===== config.mk =====
export PLATFORM = sky130hd
export DESIGN_NAME = seqctr_top
export DESIGN_NICKNAME = d
export VERILOG_FILES = /design/src/rtl/seqctr_pkg.sv /design/src/rtl/seqctr_next.sv /design/src/rtl/seqctr_unused_det.sv /design/src/rtl/seqctr_top.sv
export SDC_FILE = /design/constraint.sdc
export NUM_CORES = 1
export LEC_CHECK = 0
export ABC_AREA = 1
export BUFFER_PORTS_ARGS = -buffer_cell sky130_fd_sc_hd__clkbuf_2
export CAP_MARGIN = 20
export CORE_AREA = 2 2 39 41
export DETAILED_ROUTE_END_ITERATION = 16
export DIE_AREA = 0 0 41 43
export PLACE_DENSITY = 0.48
export SETUP_SLACK_MARGIN = 0.4
export SYNTH_ARGS = -nofsm -noshare
export SYNTH_HDL_FRONTEND = slang
export SYNTH_SLANG_ARGS = --single-unit

===== constraint.sdc =====
create_clock -name clk -period 1.15 [get_ports clk]
set_input_delay 0.0575 -clock clk [delete_from_list [all_inputs] [get_ports clk]]
set_output_delay 0.0575 -clock clk [all_outputs]
set_load 0.02 [all_outputs]

===== src/rtl/seqctr_pkg.sv =====
`timescale 1ns/1ps
package seqctr_pkg;

    typedef enum logic [1:0] {
        FF_D  = 2'd0,
        FF_T  = 2'd1,
        FF_JK = 2'd2
    } ff_kind_e;

    localparam int unsigned STATE_W  = 3;
    localparam int unsigned N_UNUSED = 3;

    typedef struct packed {
        logic c;
        logic b;
        logic a;
    } cba_t;

    typedef struct packed {
        logic j;
        logic k;
    } jk_pair_t;

    localparam cba_t CBA_HOME = 3'b000;

    localparam logic [STATE_W-1:0] OFF_LOOP_CODES [0:N_UNUSED-1] = '{3'b001, 3'b101, 3'b110};

    function automatic logic jk_char(input jk_pair_t p, input logic q);
        return (p.j & ~q) | (~p.k & q);
    endfunction

    function automatic logic t_char(input logic t, input logic q);
        return t ^ q;
    endfunction

endpackage


===== src/rtl/seqctr_next.sv =====
`timescale 1ns/1ps
module seqctr_next
    import seqctr_pkg::*;
#(
    parameter ff_kind_e KIND = FF_JK
) (
    input  cba_t cur,
    output cba_t nxt
);

    generate
        if (KIND == FF_D) begin : g_data
            cba_t d_in;
            always_comb begin
                d_in.c = ~cur.b;
                d_in.b = cur.c | (cur.b & ~cur.a);
                d_in.a = ~cur.a & (cur.c ^ cur.b);
            end
            assign nxt = d_in;
        end else if (KIND == FF_T) begin : g_toggle
            cba_t t_in;
            always_comb begin
                t_in.c = ~(cur.c ^ cur.b);
                t_in.b = (cur.c & ~cur.b) | (~cur.c & cur.b & cur.a);
                t_in.a = cur.a | (cur.c ^ cur.b);
            end
            assign nxt.c = t_char(t_in.c, cur.c);
            assign nxt.b = t_char(t_in.b, cur.b);
            assign nxt.a = t_char(t_in.a, cur.a);
        end else begin : g_jk
            jk_pair_t jk_c;
            jk_pair_t jk_b;
            jk_pair_t jk_a;
            always_comb begin
                jk_c.j = ~cur.b;
                jk_c.k = cur.b;
                jk_b.j = cur.c;
                jk_b.k = ~cur.c & cur.a;
                jk_a.j = cur.c ^ cur.b;
                jk_a.k = 1'b1;
            end
            assign nxt.c = jk_char(jk_c, cur.c);
            assign nxt.b = jk_char(jk_b, cur.b);
            assign nxt.a = jk_char(jk_a, cur.a);
        end
    endgenerate

endmodule


===== src/rtl/seqctr_unused_det.sv =====
`timescale 1ns/1ps
module seqctr_unused_det
    import seqctr_pkg::*;
(
    input  cba_t cur,
    output logic hit
);

    logic [N_UNUSED-1:0] match;

    generate
        for (genvar i = 0; i < N_UNUSED; i++) begin : g_cmp
            assign match[i] = (cur == cba_t'(OFF_LOOP_CODES[i]));
        end
    endgenerate

    assign hit = |match;

endmodule


===== src/rtl/seqctr_top.sv =====
`timescale 1ns/1ps
module seqctr_top
    import seqctr_pkg::*;
#(
    parameter ff_kind_e FF_KIND = FF_JK
) (
    input  logic         clk,
    input  logic         rst,
    input  logic         cnt_en,
    input  logic         preset_en,
    input  logic [2:0]   preset_code,
    output logic         q_c,
    output logic         q_b,
    output logic         q_a,
    output logic         unused_flag
);

    typedef struct packed {
        cba_t st;
    } ctr_regs_t;

    ctr_regs_t regs_d;
    ctr_regs_t regs_q;
    cba_t      step_val;

    seqctr_next #(
        .KIND (FF_KIND)
    ) u_next (
        .cur (regs_q.st),
        .nxt (step_val)
    );

    seqctr_unused_det u_det (
        .cur (regs_q.st),
        .hit (unused_flag)
    );

    always_comb begin
        regs_d = regs_q;
        if (rst) begin
            regs_d.st = CBA_HOME;
        end else if (preset_en) begin
            regs_d.st = cba_t'(preset_code);
        end else if (cnt_en) begin
            regs_d.st = step_val;
        end
    end

    always_ff @(posedge clk) begin
        regs_q <= regs_d;
    end

    assign q_c = regs_q.st.c;
    assign q_b = regs_q.st.b;
    assign q_a = regs_q.st.a;

endmodule


==> reports/metrics.csv <==
stage,metric,value,unit
yosys,ys_seq_area_share,27.12,%
yosys,synth_commonest_cells,"sky130_fd_sc_hd__nand2_1 (9), sky130_fd_sc_hd__inv_1 (7), sky130_fd_sc_hd__nor2_1 (6)",
clock_network,cts_root_buf,sky130_fd_sc_hd__clkbuf_4,
timing,finalClockSkew,0.001870,ns
yosys,synth_largest_type_area_fraction,27.12,%
clock_network,clockBufferDepth,2,
timing,tightest_slew,0.1442,ns
yosys,synth_async_sr_flop_share,0,%
yosys,synth.most_common_cell,sky130_fd_sc_hd__nand2_1,
timing,post-route-min-period,1.069,ns
clock_network,cts.reportedPaths.clkPinSlew,0.03,ns
yosys,synth-edff-count,0,
final_layout,design_area,435.4,sq um
floorplan,core.rowCount,14,
power_and_ir_drop,leakage,0.0002193,uW
route,route.final.wire_length,677,um
route,drtPass1Iterations,2,
timing,fin_tns_setup,0,ns
placement,portBuffers,10,
worst_setup_path,critPathCaptureType,flop,
route,number_of_nets_with_antenna_violations_after_detailed_routing,0,
run,max-cap-violations,0,
final_layout,finish.net_count,64,
timing,maxSlewHeadroom,90.39,%
yosys,synthDistinctLibCells,14,
power_and_ir_drop,power.density,1086,nW/um^2
clock_network,tritoncts_clock_tree,built,
route,post_drt_wl_per_cell,9.671,um
floorplan,chipHeight,43,um
timing,setup_viol,0,
final_layout,layout-drive-gt1-share,62.96,%
placement,place.detailed.hpwl,444.6,um
floorplan,design.core.area,1384,sq um
yosys,synth-warning-count,0,
timing,hold_viol,0,
global_route,grt_use_total,8.826,%
floorplan,chipWidth,41,um
global_route,initial_antenna_violation_count,0,
clock_network,h_tree_lvls,1,
yosys,netlist_area,221.5,sq um
timing,setup_slack,0.08130,ns
yosys,synthesis.nets,45,
floorplan,start_util,16.00,%
clock_network,tritoncts.num_buffers,3,
power_and_ir_drop,design_power_total,472.9,uW
run_status,status,"complete, no violations",
placement,placement.setup.worst_slack,0.06920,ns
worst_setup_path,criticalPathCategory,flop to flop,
route,dr_vias,269,
worst_setup_path,critical_path_peak_fanout,3,
final_layout,area_growth_syn_to_layout,96.61,%
route,vias_per_cell,3.843,
power_and_ir_drop,vdd_ir_drop_max,0.5085,mV
global_route,wire_length_of_the_first_global_routing_pass,966,um
worst_setup_path,critical_path_data_arrival_time,1.19,ns
timing,rsz0062_at_grt,yes,
clock_network,clk-insertion-delay-late,0.23,ns
yosys,syn-instance-count,36,
yosys,synth_area_leader_cell,sky130_fd_sc_hd__dfxtp_1,
global_route,globalRoute.totalOverflow,0,
floorplan,fp.dieArea,1763,sq um
worst_hold_path,min_path_type,input pin to flop,
worst_setup_path,cp_data_required_time,1.27,ns
clock_network,numClockSinks,3,
clock_network,ctsHoldBuffers,0,
final_layout,diode_count,0,
yosys,synthFlopType,sky130_fd_sc_hd__dfxtp_1,
placement,dpl_cell_area,321.6,sq um
timing,clock.fmax,935.7,MHz
yosys,syn_area_per_cell,6.152,sq um
worst_setup_path,critical_path.startpoint_type,flop,
timing,layout_worst_path_cycle_share,92.93,%
timing,slew_violations,0,
route,drc,0,
global_route,grt_pass1_vias,265,
yosys,synthTopCellsByArea,"sky130_fd_sc_hd__dfxtp_1 (27%), sky130_fd_sc_hd__nand2_1 (15%), sky130_fd_sc_hd__inv_1 (12%)",
placement,gpl.final_weighted_congestion,0.7528,
yosys,synth-seq-cells,3,
floorplan,top_level_ports,11,
global_route,grt_max_degree,6,
route,drt_iter0_markers,2,
[area by class of cell]
cell class | count | area [sq um]
flip-flops and latches | 3 | 71.32
inverters | 8 | 32.53
repair buffers | 14 | 122.6
fillers | 168 | 948.4
well taps | 16 | 20.02
multi-input cells | 25 | 162.7
clock buffers | 4 | 26.28
[metal layers]
metal	wire length [um]	part of all wire, %	global-route usage, %
met2	395	58	13.44
met3	45	6.6	4.712
met1	236	35	8.654
met5	0	0	0
met4	0	0	6.000
[placed cells by master, fill, tap and decap left out]
master and n:
sky130_fd_sc_hd__nand2_2 2, sky130_fd_sc_hd__o21ai_4 1, sky130_fd_sc_hd__or2_4 1, sky130_fd_sc_hd__nor2_2 2, sky130_fd_sc_hd__inv_2 3, sky130_fd_sc_hd__nand2_4 1
sky130_fd_sc_hd__ha_2 2, sky130_fd_sc_hd__clkbuf_4 4, sky130_fd_sc_hd__a21oi_2 1, sky130_fd_sc_hd__buf_6 3, sky130_fd_sc_hd__clkbuf_1 1, sky130_fd_sc_hd__buf_8 2
sky130_fd_sc_hd__buf_4 1, sky130_fd_sc_hd__inv_4 1, sky130_fd_sc_hd__a21oi_1 1, sky130_fd_sc_hd__inv_1 4, sky130_fd_sc_hd__o21ai_1 1, sky130_fd_sc_hd__nand2_1 7
sky130_fd_sc_hd__clkbuf_2 6, sky130_fd_sc_hd__o21bai_1 1, sky130_fd_sc_hd__dfxtp_4 3, sky130_fd_sc_hd__nor2_1 5, sky130_fd_sc_hd__clkbuf_8 1
[sequential cells by signal, indices dropped and copies added (netlist names)]
| register | flops |
|---|---|
| q_a | 1 |
| q_c | 1 |
| q_b | 1 |
[worst max-delay path: stages, from the launching register on]
cell and delay, ns:
sky130_fd_sc_hd__dfxtp_4 0.35, sky130_fd_sc_hd__inv_2 0.05, sky130_fd_sc_hd__ha_2 0.16, sky130_fd_sc_hd__or2_4 0.23, sky130_fd_sc_hd__o21bai_1 0.12, sky130_fd_sc_hd__nor2_1 0.06
[per-stage QoR]
step	hold slack (ns)	utilization (%)	std cells
2_1_floorplan	0.1202	-	36
3_3_place_gp	0.2600	23.24	62
3_5_place_dp	0.2574	23.24	62
4_1_cts	0.01306	30.47	70
5_1_grt	0.02744	31.46	70
6_report	0.02541	31.46	70
[final timing paths]
kind | to | slack [ns] | start | depth (start not counted)
setup / recovery | q_c | 0.08 | q_b | 5
setup reg to reg | q_c | 0.08 | q_b | 5
hold / removal | q_a | 0.03 | rst | 2
hold reg to reg | q_a | 0.64 | q_a | 5
[timing repair]
item / in CTS / in global routing
gates resized for setup: 13 / 5
buffers inserted: 4 / 0
setup endpoints to repair: 7 / 7
pin swaps: 5 / 2
[logic make-up (layout without fill, tap and decap cells)]
| kind of cell | after synthesis | after routing | synth area share (%) |
|---|---|---|---|
| buffers and inverters | 8 | 26 | 13.56 |
| flip-flops | 3 | 3 | 27.12 |
| adder cells (fa/ha/maj) | 2 | 2 | 11.30 |
| AND/OR/NAND/NOR | 18 | 18 | 33.90 |
| AO/OA/AOI/OAI | 5 | 5 | 14.12 |
[power breakdown]
part | internal, uW | leakage [uW] | switching, uW
logic | 86.7 | 0.000178 | 81.6
registers | 113 | 0.0000267 | 10.8
clock network | 130 | 0.0000150 | 50.7
Power figures use the tool's default switching activity.
